$ cat config.mk
export PLATFORM = sky130hd
export DESIGN_NAME = flash_prog_seq
export DESIGN_NICKNAME = d
export VERILOG_FILES = /design/src/rtl/flash_seq_pkg.sv /design/src/rtl/flash_bus_wr.sv /design/src/rtl/flash_rdy_mon.sv /design/src/rtl/flash_prog_seq.sv
export SDC_FILE = /design/constraint.sdc
export NUM_CORES = 1
export LEC_CHECK = 0
export CORE_MARGIN = 1.5
export CORE_UTILIZATION = 50
export CTS_BUF_LIST = sky130_fd_sc_hd__clkbuf_8
export DETAILED_ROUTE_END_ITERATION = 10
export DONT_BUFFER_PORTS = 1
export HOLD_SLACK_MARGIN = 0.03
export PLACE_DENSITY = 0.65
export SETUP_SLACK_MARGIN = 0.4
export SYNTH_ARGS = -nofsm -noshare
export SYNTH_HDL_FRONTEND = slang
export SYNTH_SLANG_ARGS = --single-unit
$ cat constraint.sdc
create_clock -name clk_i -period 4 [get_ports clk_i]
set_input_delay 1 -clock clk_i [delete_from_list [all_inputs] [get_ports clk_i]]
set_output_delay 1 -clock clk_i [all_outputs]
set_load 0.03 [all_outputs]
$ cat src/rtl/flash_seq_pkg.sv
package flash_seq_pkg;
  localparam logic [7:0] CMD_UNLK_A = 8'hAA;
  localparam logic [7:0] CMD_UNLK_B = 8'h55;
  localparam logic [7:0] CMD_BYP_ON = 8'h20;
  localparam logic [7:0] CMD_PGM    = 8'hA0;
  localparam logic [7:0] CMD_BYP_X1 = 8'h90;
  localparam logic [7:0] CMD_BYP_X2 = 8'h00;
  localparam logic [7:0] CMD_RESET  = 8'hF0;

  typedef enum logic [3:0] {
    S_IDLE, S_ENT1, S_ENT2, S_ENT3, S_FETCH, S_PCMD,
    S_PDATA, S_WAIT, S_EXIT1, S_EXIT2, S_RST
  } seq_state_e;

  typedef enum logic [1:0] {P_IDLE, P_SETUP, P_LOW, P_HOLD} wr_phase_e;
endpackage

$ cat src/rtl/flash_bus_wr.sv
module flash_bus_wr
  import flash_seq_pkg::*;
#(
  parameter int AW = 20,
  parameter int DW = 16,
  parameter int LOW_CYC = 3
) (
  input  logic          clk_i,
  input  logic          rst_ni,
  input  logic          go_i,
  input  logic [AW-1:0] addr_i,
  input  logic [DW-1:0] data_i,
  output logic          idle_o,
  output logic          done_o,
  output logic [AW-1:0] addr_o,
  output logic [DW-1:0] data_o,
  output logic          we_no
);
  localparam int LW = $clog2(LOW_CYC + 1);

  wr_phase_e     ph_q;
  logic [LW-1:0] cnt_q;
  logic [AW-1:0] addr_q;
  logic [DW-1:0] data_q;
  logic          we_q;

  always_ff @(posedge clk_i or negedge rst_ni) begin
    if (!rst_ni) begin
      ph_q   <= P_IDLE;
      cnt_q  <= '0;
      addr_q <= '0;
      data_q <= '0;
      we_q   <= 1'b1;
    end else begin
      case (ph_q)
        P_IDLE: if (go_i) begin
          addr_q <= addr_i;
          data_q <= data_i;
          ph_q   <= P_SETUP;
        end
        P_SETUP: begin
          we_q  <= 1'b0;
          cnt_q <= LW'(LOW_CYC - 1);
          ph_q  <= P_LOW;
        end
        P_LOW: begin
          if (cnt_q == '0) begin
            we_q <= 1'b1;
            ph_q <= P_HOLD;
          end else begin
            cnt_q <= cnt_q - 1'b1;
          end
        end
        default: ph_q <= P_IDLE;
      endcase
    end
  end

  assign idle_o = (ph_q == P_IDLE);
  assign done_o = (ph_q == P_HOLD);
  assign addr_o = addr_q;
  assign data_o = data_q;
  assign we_no  = we_q;

  AST_SETUP_STABLE: assert property (@(posedge clk_i) disable iff (!rst_ni)
    $fell(we_no) |-> ($stable(addr_o) && $stable(data_o)));
  AST_HOLD_STABLE: assert property (@(posedge clk_i) disable iff (!rst_ni)
    $rose(we_no) |=> ($stable(addr_o) && $stable(data_o)));
endmodule

$ cat src/rtl/flash_rdy_mon.sv
module flash_rdy_mon #(
  parameter int TMO_CYC = 1000,
  parameter int SYNC_N  = 2
) (
  input  logic clk_i,
  input  logic rst_ni,
  input  logic arm_i,
  input  logic ready_i,
  input  logic fail_i,
  output logic ok_o,
  output logic fail_o,
  output logic tmo_o
);
  localparam int TW = $clog2(TMO_CYC + 1);

  logic [SYNC_N:0] rdy_p, fl_p;
  assign rdy_p[0] = ready_i;
  assign fl_p[0]  = fail_i;

  for (genvar g = 0; g < SYNC_N; g++) begin : g_sync
    always_ff @(posedge clk_i or negedge rst_ni) begin
      if (!rst_ni) begin
        rdy_p[g+1] <= 1'b1;
        fl_p[g+1]  <= 1'b0;
      end else begin
        rdy_p[g+1] <= rdy_p[g];
        fl_p[g+1]  <= fl_p[g];
      end
    end
  end

  logic          rdy_s, fail_s, seen_q;
  logic [TW-1:0] cnt_q;
  assign rdy_s  = rdy_p[SYNC_N];
  assign fail_s = fl_p[SYNC_N];

  always_ff @(posedge clk_i or negedge rst_ni) begin
    if (!rst_ni) begin
      seen_q <= 1'b0;
      cnt_q  <= '0;
    end else if (!arm_i) begin
      seen_q <= 1'b0;
      cnt_q  <= '0;
    end else begin
      if (!rdy_s) seen_q <= 1'b1;
      if (cnt_q != TW'(TMO_CYC)) cnt_q <= cnt_q + 1'b1;
    end
  end

  assign ok_o   = arm_i && seen_q && rdy_s && !fail_s;
  assign fail_o = arm_i && fail_s;
  assign tmo_o  = arm_i && (cnt_q == TW'(TMO_CYC));
endmodule

$ cat src/rtl/flash_prog_seq.sv
module flash_prog_seq
  import flash_seq_pkg::*;
#(
  parameter int AW = 20,
  parameter int DW = 16,
  parameter int CW = 16,
  parameter int WE_LOW_CYC = 3,
  parameter int TMO_CYC = 1000,
  parameter int SYNC_N = 2,
  parameter logic [AW-1:0] UNLK_ADDR1 = AW'('h555),
  parameter logic [AW-1:0] UNLK_ADDR2 = AW'('h2AA)
) (
  input  logic          clk_i,
  input  logic          rst_ni,
  input  logic          start_i,
  input  logic [AW-1:0] base_addr_i,
  input  logic [CW-1:0] count_i,
  input  logic [DW-1:0] wdata_i,
  input  logic          wvalid_i,
  output logic          wready_o,
  output logic [AW-1:0] fl_addr_o,
  output logic [DW-1:0] fl_dq_o,
  output logic          fl_we_no,
  input  logic          fl_ready_i,
  input  logic          fl_fail_i,
  output logic          busy_o,
  output logic          done_o,
  output logic          error_o,
  output logic          err_tmo_o,
  output logic [AW-1:0] err_addr_o
);
  seq_state_e    st_q;
  logic [AW-1:0] cur_addr_q, err_addr_q;
  logic [CW-1:0] remain_q;
  logic [DW-1:0] wbuf_q;
  logic          done_q, err_q, tmo_q;

  logic          wr_op, wr_go, wr_idle, wr_done;
  logic [AW-1:0] wr_addr;
  logic [DW-1:0] wr_data;
  logic          mon_ok, mon_fail, mon_tmo;

  always_comb begin
    wr_op   = 1'b1;
    wr_addr = cur_addr_q;
    wr_data = '0;
    case (st_q)
      S_ENT1:  begin wr_addr = UNLK_ADDR1; wr_data = DW'(CMD_UNLK_A); end
      S_ENT2:  begin wr_addr = UNLK_ADDR2; wr_data = DW'(CMD_UNLK_B); end
      S_ENT3:  begin wr_addr = UNLK_ADDR1; wr_data = DW'(CMD_BYP_ON); end
      S_PCMD:  wr_data = DW'(CMD_PGM);
      S_PDATA: wr_data = wbuf_q;
      S_EXIT1: wr_data = DW'(CMD_BYP_X1);
      S_EXIT2: wr_data = DW'(CMD_BYP_X2);
      S_RST:   wr_data = DW'(CMD_RESET);
      default: wr_op = 1'b0;
    endcase
  end
  assign wr_go = wr_op && wr_idle;

  always_ff @(posedge clk_i or negedge rst_ni) begin
    if (!rst_ni) begin
      st_q       <= S_IDLE;
      cur_addr_q <= '0;
      err_addr_q <= '0;
      remain_q   <= '0;
      wbuf_q     <= '0;
      done_q     <= 1'b0;
      err_q      <= 1'b0;
      tmo_q      <= 1'b0;
    end else begin
      done_q <= 1'b0;
      case (st_q)
        S_IDLE: if (start_i) begin
          cur_addr_q <= base_addr_i;
          remain_q   <= count_i;
          err_q      <= 1'b0;
          tmo_q      <= 1'b0;
          st_q       <= S_ENT1;
        end
        S_ENT1: if (wr_done) st_q <= S_ENT2;
        S_ENT2: if (wr_done) st_q <= S_ENT3;
        S_ENT3: if (wr_done) st_q <= (remain_q == '0) ? S_EXIT1 : S_FETCH;
        S_FETCH: if (wvalid_i) begin
          wbuf_q <= wdata_i;
          st_q   <= S_PCMD;
        end
        S_PCMD:  if (wr_done) st_q <= S_PDATA;
        S_PDATA: if (wr_done) st_q <= S_WAIT;
        S_WAIT: begin
          if (mon_fail || mon_tmo) begin
            err_addr_q <= cur_addr_q;
            tmo_q      <= !mon_fail;
            st_q       <= S_RST;
          end else if (mon_ok) begin
            cur_addr_q <= cur_addr_q + 1'b1;
            remain_q   <= remain_q - 1'b1;
            st_q       <= (remain_q == CW'(1)) ? S_EXIT1 : S_FETCH;
          end
        end
        S_EXIT1: if (wr_done) st_q <= S_EXIT2;
        S_EXIT2: if (wr_done) begin
          done_q <= 1'b1;
          st_q   <= S_IDLE;
        end
        S_RST: if (wr_done) begin
          err_q <= 1'b1;
          st_q  <= S_IDLE;
        end
        default: st_q <= S_IDLE;
      endcase
    end
  end

  flash_bus_wr #(.AW(AW), .DW(DW), .LOW_CYC(WE_LOW_CYC)) u_wr (
    .clk_i, .rst_ni,
    .go_i   (wr_go),
    .addr_i (wr_addr),
    .data_i (wr_data),
    .idle_o (wr_idle),
    .done_o (wr_done),
    .addr_o (fl_addr_o),
    .data_o (fl_dq_o),
    .we_no  (fl_we_no)
  );

  flash_rdy_mon #(.TMO_CYC(TMO_CYC), .SYNC_N(SYNC_N)) u_mon (
    .clk_i, .rst_ni,
    .arm_i   (st_q == S_WAIT),
    .ready_i (fl_ready_i),
    .fail_i  (fl_fail_i),
    .ok_o    (mon_ok),
    .fail_o  (mon_fail),
    .tmo_o   (mon_tmo)
  );

  assign wready_o   = (st_q == S_FETCH);
  assign busy_o     = (st_q != S_IDLE);
  assign done_o     = done_q;
  assign error_o    = err_q;
  assign err_tmo_o  = tmo_q;
  assign err_addr_o = err_addr_q;

  AST_DONE_ONE_CLK: assert property (@(posedge clk_i) disable iff (!rst_ni)
    done_o |=> !done_o);
  AST_DONE_NOT_ERR: assert property (@(posedge clk_i) disable iff (!rst_ni)
    done_o |-> !error_o);
  AST_ERR_AFTER_RESET_CMD: assert property (@(posedge clk_i) disable iff (!rst_ni)
    $rose(error_o) |-> (fl_dq_o == DW'(CMD_RESET)));
  AST_FETCH_BUS_QUIET: assert property (@(posedge clk_i) disable iff (!rst_ni)
    wready_o |-> fl_we_no);
endmodule

Word level (Yosys, flattened, before mapping). Cells that the tools add are included.

Add/subtract/negate cells: 4. Equal/unequal tests: 35. Mux-type cells: 43. Reductions and logical operators: 30.

Operators by type and width (number): $pmux 16 s7 (1); $pmux 20 s2 (2); $mux 20 (3); $mux 4 (13); $mux 16 (3); $pmux 4 s10 (1); $pmux 16 s2 (1); $add 20x1->20 const B (1); $mux 10 (2); $ne 2x1->1 const B (10); $eq 16x1->1 const B (1); $eq 4x3->1 const B (4); $logic_not 16->1 (1); $ne 2x2->1 const B (8); $sub 16x1->16 const B (1); $eq 4x4->1 const B (3); $reduce_and 2->1 (6); $add 10x1->10 const B (1); $eq 10x10->1 const B (1); $ne 10x10->1 const B (1); $reduce_and 10->1 (1); $mux 1 (9); $eq 4x2->1 const B (2); $reduce_or 8->1 (1); 19 further kinds (35).

Flip-flop bits (word level): 135. Input bits: 58. Output and inout bits: 62. Logic and storage cells: 131.

Longest topological paths before layout.
Depth after elaboration: 7. Depth in mapped cells: 9. Mapped depth without buffers: 7.

Hierarchy. A second synthesis with hierarchy kept.

Cells, all modules: 650. Area, all modules: 6929.1 µm².

Modules (own cells, without submodules): flash_prog_seq (times used 1, cells an instance 477, area each 4413.0 µm², sequential area each 1976.9 µm²); flash_bus_wr (times used 1, cells an instance 106, area each 1790.5 µm², sequential area each 1027.2 µm²); flash_rdy_mon (times used 1, cells an instance 67, area each 725.7 µm², sequential area each 377.9 µm²).

Worst setup path after synthesis. No wires, ideal clock.

Kind: register to output. Start point: register st_q[3]. End point: output wready_o. Arrival time: 1.400 ns. Required time: 3.000 ns. Setup slack: 1.600 ns. Stages on the path, launching flop included: 4. Path through: dfrtp_1 buf_2 nand2b_1 nor3_1.

Cells in the longest elaborated chain, start to end: 1.

Ends and longest elaborated chain: start: declaration (RTL line flash_prog_seq.sv:32) `seq_state_e st_q;`; start signal: assignment (RTL line flash_prog_seq.sv:83) `S_ENT3: if (wr_done) st_q <= (remain_q == '0) ? S_EXIT1 : S_FETCH;`; start signal: assignment (RTL line flash_prog_seq.sv:98) `st_q <= (remain_q == CW'(1)) ? S_EXIT1 : S_FETCH;`; $eq 4x3->1 (RTL line flash_prog_seq.sv:137) `assign wready_o = (st_q == S_FETCH);`; end: declaration (RTL line flash_prog_seq.sv:20) `output logic wready_o,`.

No other way between the ends.

Worst setup path in the final report.
Start point: register st_q[2]. End point: output wready_o.

The elaborated chain is that of the path after synthesis.

==> run_results.csv <==
group,metric,value,unit
status,status,"finished clean",
place,place.gp.congestion,0.817,
cts,cts_resized,0,
detailed_routing,drt_first_iter_violations,381,
cts,cts_max_level,4,
synthesis,async_flop_share,100,%
sta,finalHoldViolations,0,
global_routing,grt_pass1_vias,4718,
synthesis,ys_top_cells_by_area,"dfrtp_1, mux2_2, a21oi_1, nand2_1, o21ai_0",
job,maxCapViolCount,0,
cts,cts_hold_buf,0,
synthesis,synthDistinctLibCells,65,
power,intPower,3.43,mW
sta,slew_viol_final,0,
cts,cts_root_buf,"clkbuf_8",
sta,finalSetupViolations,0,
sta,period_minus_slack,2870,ps
critical_path,critical_path.cell_chain,"nand2b_1 -> nor3_1 -> buf_4",
place,hpwlAfterDp,10100,um
sta,max_slew_margin,34.4,%
synthesis,ys.flop_type,"dfrtp_1",
synthesis,synth-edff-count,0,
detailed_routing,dr.pass1.iters,4,
global_routing,grt_max_degree,136,
critical_path,end_kind,"output port",
cells_and_area,final_cell_mix,"dfrtp_1, nand2_1, a21oi_1",
power,seqPwrFrac,51.0,%
hold_path,min_path_type,"primary input to async pin",
cells_and_area,final_common_cell,"dfrtp_1",
cells_and_area,area_delta_synth_final,7.37,%
cts,cts.sinks,135,
synthesis,syn_inst,681,
cts,clkLatencyLatePin,440,ps
sta,finalSetupTns,0,ps
critical_path,arrival,1870,ps
sta,rsz0062_at_grt,"no",
cells_and_area,nets,736,
cts,cts_buffers,17,
floorplan,die_x,118,um
cells_and_area,diodes,0,
place,dp.cells,820,
sta,worst_slew_pin_slew,983,ps
sta,finClkSkew,6.84,ps
cts,cts_tree,"yes",
detailed_routing,routed_wl,15100,um
cts,clk_path_buf_depth,2,
critical_path,critical_path_required,3000,ps
critical_path,worstPathMaxFanout,23,
critical_path,startpoint_type,"flip-flop",
detailed_routing,vias_per_cell,5.89,
detailed_routing,num_vias,5019,
synthesis,ys_ff_latch,135,
place,dpl_worst_slack,1140,ps
global_routing,antenna_found_initial,0,
power,combPwrFrac,30.2,%
global_routing,track_usage,22.2,%
global_routing,grt_pass1_wl,24700,um
power,power_leakage,2.92,nW
critical_path,worst-r2r-cell-count,4,
synthesis,ys_seq_area_share,51.1,%
synthesis,synth_fp_nets,750,
place,io_buffers,0,
synthesis,netlist.area_leader.share,49.9,%
synthesis,synth.cell_area,6620,sq um
power,power_frac_clock,18.8,%
critical_path,worstSetupPathType,"flip-flop to output port",
critical_path,cp_slowest_cell,"dfrtp_1",
sta,fin_crit_sh,71.9,%
floorplan,row_count,41,
critical_path,cp_slowest_stage_delay,780,ps
cts,clk_pin_slew,80,ps
floorplan,dieHeight,118,um
floorplan,initial_core_util,51.9,%
sta,max_clock_freq,348,MHz
sta,fin_ws,1130,ps
detailed_routing,drc,0,
floorplan,io_pins,120,
detailed_routing,wl_per_cell,17.7,um
floorplan,core,12800,sq um
critical_path,r2r_start,"st_q[2]",
synthesis,yosys.area.top_type,"dfrtp_1",
power,swShare,45.1,%
floorplan,die-area,13900,sq um
critical_path,reg2reg_slack,1140,ps
synthesis,synth.avg_cell_area,9.73,sq um
detailed_routing,ant_nets,0,
cells_and_area,instances_no_fill,852,
power,switching_power,2.82,mW
global_routing,grt-ovfl-total,0,
critical_path,reg2reg_to,"err_addr_o[14]",
cells_and_area,layout-drive-gt1-share,14.4,%
synthesis,yosys_warnings,0,
power,p_per_area,878,nW/um^2
power,vdd_drop_max,0.304,mV
cts,cts_setup_buffers,0,
==> power groups by stage <==
stage	Combinational (mW)	Clock, mW	Sequential (mW)
2_1_floorplan	1.66	0	2.93
3_3_place_gp	1.81	0	3.16
3_5_place_dp	1.88	0	3.20
4_1_cts	1.90	1.21	3.18
5_1_grt	2.16	1.27	3.27
6_report	1.89	1.17	3.18
==> synth_stat cells, drive strengths merged (11+ instances only) <==
library cell,n
a21oi,79
buf,24
clkbuf,15
dfrtp,132
ha,11
inv,18
mux2,40
nand2,98
nand2b,13
nand3,24
nor2,39
o21ai,63
o22ai,15
==> metal layers <==
layer | up-vias | part of all wire [%] | track usage, %
met3 | 14 | 7.4 | 7.95
li1 | 2414 | - | -
met2 | 153 | 47 | 33.8
met1 | 2438 | 44 | 29.3
met5 | - | 0 | 0
met4 | 0 | 1.3 | 7.85
==> cell type report <==
cell class,count,area [sq um]
Timing Repair Buffer,6,45.0
Tap cell,172,215
Clock buffer,19,262
Multi-Input combinational cell,489,2980
Fill cell,1121,5660
Inverter,18,67.6
Sequential cell,135,3380
Clock inverter,13,156
==> metrics by stage <==
step           hold slack, ps  power (mW)  util (%)  cell area, sq um
2_1_floorplan             331        4.59         -              6620
3_3_place_gp              336        4.97      52.4              6690
3_5_place_dp              339        5.09      52.4              6690
4_1_cts                   219        6.28      55.7              7110
5_1_grt                   204        6.70      55.7              7110
6_report                  245        6.24      55.7              7110
==> how the worst max path moves through the flow <==
stage / start / to / slack, ps / cells after the start
3_5_place_dp: st_q[2] / err_addr_o[14] / 1140 / 4
2_1_floorplan: st_q[3] / wready_o / 1600 / 3
4_1_cts: st_q[2] / err_addr_o[14] / 1120 / 4
5_1_grt: st_q[2] / err_addr_o[14] / 890 / 4
3_3_place_gp: st_q[2] / err_addr_o[18] / 1220 / 4
6_report: st_q[2] / wready_o / 1130 / 3
==> kinds of logic after synthesis <==
logic type	share of synthesized area (%)
AO/OA/AOI/OAI	17.7
XOR/XNOR	1.06
adder cells (fa/ha/maj)	2.08
buffers and inverters	3.91
flip-flops	51.1
multiplexers	7.10
AND/OR/NAND/NOR	17.1
==> worst max-delay path: cells and delay by family (launching register included) <==
kind | cells | cell delay, ps
buffers and inverters | 1 | 210
AND/OR/NAND/NOR | 2 | 440
flip-flops | 1 | 780
==> state kept, by name, indices dropped and copies added, names as in the netlist <==
register and flops:
u_mon.seen_q 1, u_wr.we_no 1, wbuf_q 16, u_wr.data_o 16, cur_addr_q 20, u_wr.ph_q 2, err_tmo_o 1, u_mon.cnt_q 10
u_mon.rdy_p 1, done_o 1, err_addr_o 20, u_mon.rdy_s 1, u_wr.addr_o 20, u_wr.cnt_q 2, remain_q 16, st_q 4
error_o 1, u_mon.fail_s 1, u_mon.fl_p 1
(Power assumes the default switching activity.)
